<file path="src/rtl/mt_fetch_pkg.sv">
package mt_fetch_pkg;
  localparam int WORD_W = 32;

  typedef struct packed {
    logic [WORD_W-1:0] pc;
    logic [WORD_W-1:0] insn;
    logic              taken;
  } fetch_ent_t;
endpackage

</file>
<file path="src/rtl/mt_fetch_pred.sv">
module mt_fetch_pred
  import mt_fetch_pkg::*;
#(
  parameter int          OPC_W  = 6,
  parameter int          DISP_W = 16,
  parameter logic [5:0]  BR_OPC = 6'h04
) (
  input  logic [WORD_W-1:0] pc_i,
  input  logic [WORD_W-1:0] insn_i,
  output logic              taken_o,
  output logic [WORD_W-1:0] next_pc_o
);
  localparam int EXT_W = WORD_W - DISP_W - 2;

  logic [OPC_W-1:0]  opc;
  logic [DISP_W-1:0] disp;
  logic              is_br;
  logic [WORD_W-1:0] offset;

  assign opc    = insn_i[WORD_W-1 -: OPC_W];
  assign disp   = insn_i[DISP_W-1:0];
  assign is_br  = (opc == BR_OPC[OPC_W-1:0]);
  assign offset = {{EXT_W{disp[DISP_W-1]}}, disp, 2'b00};

  always_comb begin
    taken_o   = is_br && disp[DISP_W-1];
    next_pc_o = taken_o ? (pc_i + offset) : (pc_i + WORD_W'(4));
  end
endmodule

</file>
<file path="src/rtl/mt_fetch_rr.sv">
module mt_fetch_rr #(
  parameter int N = 4,
  localparam int W = (N > 1) ? $clog2(N) : 1
) (
  input  logic         clk,
  input  logic         rst_n,
  input  logic [N-1:0] req,
  input  logic         take,
  output logic [N-1:0] gnt,
  output logic [W-1:0] gnt_idx,
  output logic         any
);
  logic [W-1:0] ptr_q;

  always_comb begin
    logic [W-1:0] cand;
    any     = 1'b0;
    gnt_idx = '0;
    for (int k = 1; k <= N; k++) begin
      cand = W'(ptr_q + W'(k));
      if (!any && req[cand]) begin
        any     = 1'b1;
        gnt_idx = cand;
      end
    end
    gnt = any ? (N'(1) << gnt_idx) : '0;
  end

  // A grant not taken is offered again first in the next cycle.
  always_ff @(posedge clk or negedge rst_n) begin
    if (!rst_n)   ptr_q <= W'(N - 1);
    else if (any) ptr_q <= take ? gnt_idx : W'(gnt_idx - W'(1));
  end

  a_r2_grant_within_req: assert property (@(posedge clk) disable iff (!rst_n)
    $onehot0(gnt) && ((gnt & ~req) == '0) && (any == (req != '0)));

  a_r7_retry_same: assert property (@(posedge clk) disable iff (!rst_n)
    (any && !take) |=> (!req[$past(gnt_idx)] || (gnt_idx == $past(gnt_idx))));
endmodule

</file>
<file path="src/rtl/mt_fetch_slot.sv">
module mt_fetch_slot
  import mt_fetch_pkg::*;
(
  input  logic       clk,
  input  logic       rst_n,
  input  logic       wr,
  input  logic       clr,
  input  logic       pop,
  input  fetch_ent_t wdata,
  output logic       valid,
  output fetch_ent_t rdata
);
  always_ff @(posedge clk or negedge rst_n) begin
    if (!rst_n) begin
      valid <= 1'b0;
      rdata <= '0;
    end else if (clr) begin
      valid <= 1'b0;
    end else if (wr) begin
      valid <= 1'b1;
      rdata <= wdata;
    end else if (pop) begin
      valid <= 1'b0;
    end
  end

  a_r8_clear_wins: assert property (@(posedge clk) disable iff (!rst_n)
    clr |=> !valid);

  a_r6_no_overwrite: assert property (@(posedge clk) disable iff (!rst_n)
    (wr && !clr) |-> (!valid || pop));
endmodule

</file>
<file path="src/rtl/mt_fetch.sv">
module mt_fetch
  import mt_fetch_pkg::*;
#(
  parameter int              NTHR      = 4,
  parameter logic [31:0]     RESET_VEC = 32'h0000_1000,
  parameter logic [5:0]      BR_OPC    = 6'h04,
  localparam int             TW        = $clog2(NTHR)
) (
  input  logic              clk,
  input  logic              rst_n,
  input  logic [NTHR-1:0]   stall_i,
  output logic              imem_req_o,
  output logic [WORD_W-1:0] imem_addr_o,
  input  logic [WORD_W-1:0] imem_rdata_i,
  input  logic              redir_valid_i,
  input  logic [TW-1:0]     redir_tid_i,
  input  logic [WORD_W-1:0] redir_pc_i,
  output logic              out_valid_o,
  input  logic              out_ready_i,
  output logic [TW-1:0]     out_tid_o,
  output logic [WORD_W-1:0] out_pc_o,
  output logic [WORD_W-1:0] out_insn_o,
  output logic              out_taken_o
);
  logic [NTHR-1:0]   redir_hit;
  logic [NTHR-1:0]   slot_v;
  logic [NTHR-1:0]   pop;
  logic [NTHR-1:0]   fetch_req, fetch_gnt;
  logic [NTHR-1:0]   out_req, out_gnt;
  logic [TW-1:0]     fetch_idx, out_idx;
  logic              fetch_any, out_any;
  logic [WORD_W-1:0] pc_arr [NTHR];
  fetch_ent_t        ent_arr [NTHR];
  fetch_ent_t        new_ent;
  logic              pred_taken;
  logic [WORD_W-1:0] pred_next;

  // Output selection: pending entries, minus a thread being redirected.
  assign out_req = slot_v & ~redir_hit;

  mt_fetch_rr #(.N(NTHR)) u_out_rr (
    .clk, .rst_n,
    .req     (out_req),
    .take    (out_ready_i),
    .gnt     (out_gnt),
    .gnt_idx (out_idx),
    .any     (out_any)
  );

  assign pop = out_gnt & {NTHR{out_ready_i}};

  // Fetch selection: not stalled, register free or draining, not redirected.
  assign fetch_req = ~stall_i & (~slot_v | pop) & ~redir_hit;

  mt_fetch_rr #(.N(NTHR)) u_fetch_rr (
    .clk, .rst_n,
    .req     (fetch_req),
    .take    (1'b1),
    .gnt     (fetch_gnt),
    .gnt_idx (fetch_idx),
    .any     (fetch_any)
  );

  assign imem_req_o  = fetch_any;
  assign imem_addr_o = pc_arr[fetch_idx];

  mt_fetch_pred #(.BR_OPC(BR_OPC)) u_pred (
    .pc_i      (imem_addr_o),
    .insn_i    (imem_rdata_i),
    .taken_o   (pred_taken),
    .next_pc_o (pred_next)
  );

  assign new_ent = '{pc: imem_addr_o, insn: imem_rdata_i, taken: pred_taken};

  for (genvar t = 0; t < NTHR; t++) begin : g_thr
    logic [WORD_W-1:0] pc_q;

    assign redir_hit[t] = redir_valid_i && (redir_tid_i == TW'(t));

    always_ff @(posedge clk or negedge rst_n) begin
      if (!rst_n)            pc_q <= RESET_VEC;
      else if (redir_hit[t]) pc_q <= redir_pc_i;
      else if (fetch_gnt[t]) pc_q <= pred_next;
    end

    assign pc_arr[t] = pc_q;

    mt_fetch_slot u_slot (
      .clk, .rst_n,
      .wr    (fetch_gnt[t]),
      .clr   (redir_hit[t]),
      .pop   (pop[t]),
      .wdata (new_ent),
      .valid (slot_v[t]),
      .rdata (ent_arr[t])
    );
  end

  assign out_valid_o = out_any;
  assign out_tid_o   = out_idx;
  assign out_pc_o    = ent_arr[out_idx].pc;
  assign out_insn_o  = ent_arr[out_idx].insn;
  assign out_taken_o = ent_arr[out_idx].taken;

  a_r3_no_stalled_fetch: assert property (@(posedge clk) disable iff (!rst_n)
    fetch_any |-> !stall_i[fetch_idx]);

  a_r8_redirect_loads_pc: assert property (@(posedge clk) disable iff (!rst_n)
    redir_valid_i |=> (pc_arr[$past(redir_tid_i)] == $past(redir_pc_i)));

  a_r8_no_fetch_redirected: assert property (@(posedge clk) disable iff (!rst_n)
    (fetch_any && redir_valid_i) |-> (fetch_idx != redir_tid_i));

  a_r7_hold_offer: assert property (@(posedge clk) disable iff (!rst_n)
    (out_valid_o && !out_ready_i && !(redir_valid_i && redir_tid_i == out_tid_o))
    |=> ((redir_valid_i && redir_tid_i == $past(out_tid_o)) ||
         (out_valid_o && $stable(out_tid_o) && $stable(out_pc_o) &&
          $stable(out_insn_o) && $stable(out_taken_o))));

  a_r4_step_by_four: assert property (@(posedge clk) disable iff (!rst_n)
    (fetch_any && !pred_taken && !redir_valid_i)
    |=> (pc_arr[$past(fetch_idx)] == $past(imem_addr_o) + 32'd4));
endmodule

</file>
<file path="config.mk">
export PLATFORM = sky130hd
export DESIGN_NAME = mt_fetch
export DESIGN_NICKNAME = d
export VERILOG_FILES = /design/src/rtl/mt_fetch_pkg.sv /design/src/rtl/mt_fetch_pred.sv /design/src/rtl/mt_fetch_rr.sv /design/src/rtl/mt_fetch_slot.sv /design/src/rtl/mt_fetch.sv
export SDC_FILE = /design/constraint.sdc
export NUM_CORES = 1
export LEC_CHECK = 0
export BUFFER_PORTS_ARGS = -buffer_cell sky130_fd_sc_hd__buf_4
export CORE_MARGIN = 2
export CORE_UTILIZATION = 35
export CTS_BUF_LIST = sky130_fd_sc_hd__clkbuf_16
export CTS_CLUSTER_DIAMETER = 200
export DETAILED_ROUTE_END_ITERATION = 8
export SYNTH_ARGS = -nofsm -noshare
export SYNTH_HDL_FRONTEND = slang
export SYNTH_SLANG_ARGS = --single-unit
</file>
<file path="constraint.sdc">
create_clock -name clk -period 8 [get_ports clk]
set_clock_uncertainty 0.05 [all_clocks]
set_input_delay 1.6 -clock clk [delete_from_list [all_inputs] [get_ports clk]]
set_output_delay 1.6 -clock clk [all_outputs]
set_load 0.005 [all_outputs]
</file>
==> impl_metrics.py <==
metrics = {
    "yosys": {
        "synth_area_per_cell_um2": 9.44,
        "ys_ff_latch": 396,
        "synth_edf_count": 0,
        "ys.warnings.count": 0,
        "yosysUniqueCellTypes": 82,
        "syn_area_um2": 20000,
        "synth.yosys.seq_area_share": 0.495,
        "synthesis.instances": 2122,
        "synthesis.nets": 2227,
        "synthArstFlopShare": 1.00,
        "synth_ff_type": "dfrtp_1",
    },
    "detailed_routing": {
        "post_drt_via_cell_ratio": 5.43,
        "avgRoutedWirePerCell_um": 20.7,
        "drcViolationCount": 0,
        "num_vias": 16503,
        "detail-route-antenna-nets": 0,
        "wl_um": 62900,
        "firstDrtPassIters": 7,
        "drtIter0Drc": 1353,
    },
    "critical_path": {
        "slowest_stage": "o221a_4",
        "rr_worst_depth": 24,
        "worstPathArrival_ps": 7700,
        "start_kind": "input port",
        "critical_path_class": "input port to flip-flop",
        "crit_top_cell": "buf_4",
        "cp_data_required_time_ps": 8370,
        "endpoint_kind": "flip-flop",
        "cp_max_fo": 24,
        "max_stage_delay_ps": 610,
    },
    "timing": {
        "rsz0062_at_grt": "false",
        "worst_pin_slew_ps": 1140,
        "period_share": 0.917,
        "relSlewSlack": 0.238,
        "maxSlewViolCount": 0,
        "final.setup.tns_ps": 0,
        "setup_viol": 0,
        "fmax_mhz": 136,
        "hold_viol": 0,
        "period_needed_ps": 7330,
    },
    "cts": {
        "cts_inserted_buffers": 45,
        "ctsResizeCount": 0,
        "path_clk_slew_ps": 50,
        "ctsHoldBuffers": 0,
        "clock_latency_ps": 570,
        "cts_tree": "built",
        "cts_setup_buffers": 0,
        "root_buffer": "clkbuf_16",
        "cts_buffer_depth": 3,
        "htreeDepth": 2,
        "clkSinkCount": 396,
    },
    "floorplanning": {
        "rows": 87,
        "initial_utilization": 0.354,
        "core_region_area_um2": 56500,
        "fp.dieW_um": 243,
        "dieArea_um2": 59100,
        "die_y_um": 243,
        "ios": 175,
    },
    "placement": {
        "gp_congestion": 0.840,
        "port_buffers": 174,
        "place_hpwl_um": 38800,
    },
    "run_status": {
        "status": "finished, final reports clean",
    },
    "grt": {
        "grt_overflow": 0,
        "antenna_found_initial": 1,
        "grt.total_usage": 0.211,
        "grt_pass1_vias": 16780,
        "grt_pass1_wl_um": 98600,
        "grt_start_max_net_pins": 181,
    },
    "layout": {
        "fillers": 5504,
        "syn_to_final_growth_pct": 16.9,
        "n_antenna_cell": 0,
        "drive_gt1_frac": 0.198,
        "fin_nets": 2352,
    },
    "hold_path": {
        "timing.hold.worst.class": "flip-flop to flip-flop",
        "min_path_cells": 2,
    },
    "run": {
        "maxCapViolations": 0,
    },
}
==> layer usage <==
layer | GRT usage | vias up | part of all wire
met1 | 0.289 | 8292 | 0.45
met4 | 0.0706 | 2 | 0.028
li1 | - | 7562 | -
met2 | 0.339 | 548 | 0.47
met5 | 0 | - | 0.00013
met3 | 0.0366 | 99 | 0.059
==> cells by family after synthesis <==
kind of cell / share of synthesized area
compound gates: 0.143
xor+xnor: 0.0148
fa+ha+maj: 0.0197
buf+inv: 0.0364
flops: 0.495
mux: 0.104
simple gates: 0.186
==> placed cells by master, fill, tap and decap left out, types with 6 or more instances in the layout <==
cell and count:
a211oi_1 6, a21o_1 20, a21oi_1 98, a221o_1 44, a22oi_1 80, and2_1 17
buf_4 207, clkbuf_16 47, clkinv_1 12, clkinv_2 9, dfrtp_1 388, dfstp_2 8
ha_1 30, inv_1 29, mux2_2 123, mux2i_1 68, nand2_1 679, nand4_1 25
nor2_1 136, nor2b_1 8, nor3_1 6, nor3_4 7, o21a_1 6, o21ai_0 84
o21ai_1 6, o21bai_1 6, o22ai_2 7, xnor2_1 17, xor2_1 15
==> state kept, by name, summed over array words and instances (netlist names) <==
signal,flops
g_thr.pc_q,128
g_thr.u_slot.valid,4
u_fetch_rr.ptr_q,2
u_out_rr.ptr_q,2
g_thr.u_slot.rdata,260
==> cell type report <==
type | count | area [um2] | share of cell area
Inverter | 21 | 78.8 | 0.00337
Sequential cell | 396 | 9920 | 0.424
Timing Repair Buffer | 211 | 1630 | 0.0696
Tap cell | 756 | 946 | 0.0404
Clock buffer | 47 | 1180 | 0.0502
Clock inverter | 34 | 178 | 0.00759
Multi-Input combinational cell | 1572 | 9490 | 0.405
==> worst paths after layout <==
path | start | slack, ps | endpoint
setup / recovery | redir_tid_i[0] | 670 | g_thr[1].pc_q[31]$_DFFE_PN0P_
hold reg to reg | g_thr[1].u_slot.rdata[41]$_DFFE_PN0P_ | 420 | g_thr[1].u_slot.rdata[41]$_DFFE_PN0P_
min in group asynchronous | rst_n | 1000 | g_thr[1].u_slot.rdata[54]$_DFFE_PN0P_
max in group asynchronous | rst_n | 5280 | g_thr[1].u_slot.rdata[2]$_DFFE_PN0P_
hold / removal | g_thr[1].u_slot.rdata[41]$_DFFE_PN0P_ | 420 | g_thr[1].u_slot.rdata[41]$_DFFE_PN0P_
setup reg to reg | u_out_rr.ptr_q[0]$_DFFE_PN1N_ | 1110 | g_thr[1].pc_q[31]$_DFFE_PN0P_
==> critical path, delay by kind of cell <==
kind / cells / cell delay [ps]
AOI/OAI and AO/OA: 14 / 4210
xor gates and xnor gates: 3 / 530
adders and majority gates: 1 / 250
buffers and inverters: 4 / 710
and+or+nand+nor: 3 / 380
==> synthesized netlist by cell type (4+ instances only) <==
master / instances / area, um2
o22ai_2: 7 / 87.6
nor2_1: 142 / 533
and4_1: 4 / 35.0
a21o_1: 20 / 150
ha_1: 30 / 375
buf_2: 54 / 270
nand2b_1: 5 / 31.3
a21oi_1: 98 / 490
nor3_4: 7 / 114
dfrtp_1: 388 / 9710
a211oi_1: 6 / 45.0
a22oi_1: 80 / 601
and2_1: 17 / 106
nand4_1: 25 / 156
mux2i_1: 68 / 681
o21a_1: 7 / 52.6
clkbuf_1: 55 / 206
xnor2_1: 17 / 149
buf_4: 10 / 75.1
o21bai_1: 6 / 45.0
mux2_2: 123 / 1390
o21ai_1: 6 / 30.0
nand2_1: 679 / 2550
dfstp_2: 8 / 210
nor2b_1: 8 / 50.1
buf_1: 8 / 30.0
o21ai_0: 84 / 420
buf_6: 6 / 67.6
a221o_1: 44 / 440
nor3_1: 6 / 30.0
xor2_1: 15 / 131
inv_1: 20 / 75.1
==> stage by stage <==
stage	hold WS [ps]	cell area, um2	setup slack [ps]	instances	utilization
after floorplan	389	20000	894	2122	-
after global placement	400	22100	262	2956	0.390
after detailed placement	407	22100	214	2956	0.390
after CTS	420	23400	790	3037	0.414
after global routing	435	23400	280	3037	0.414
final	415	23400	668	3037	0.414
Power is not shown: default switching activity piles up to over one toggle a cycle in this logic, so the estimate is an artifact.
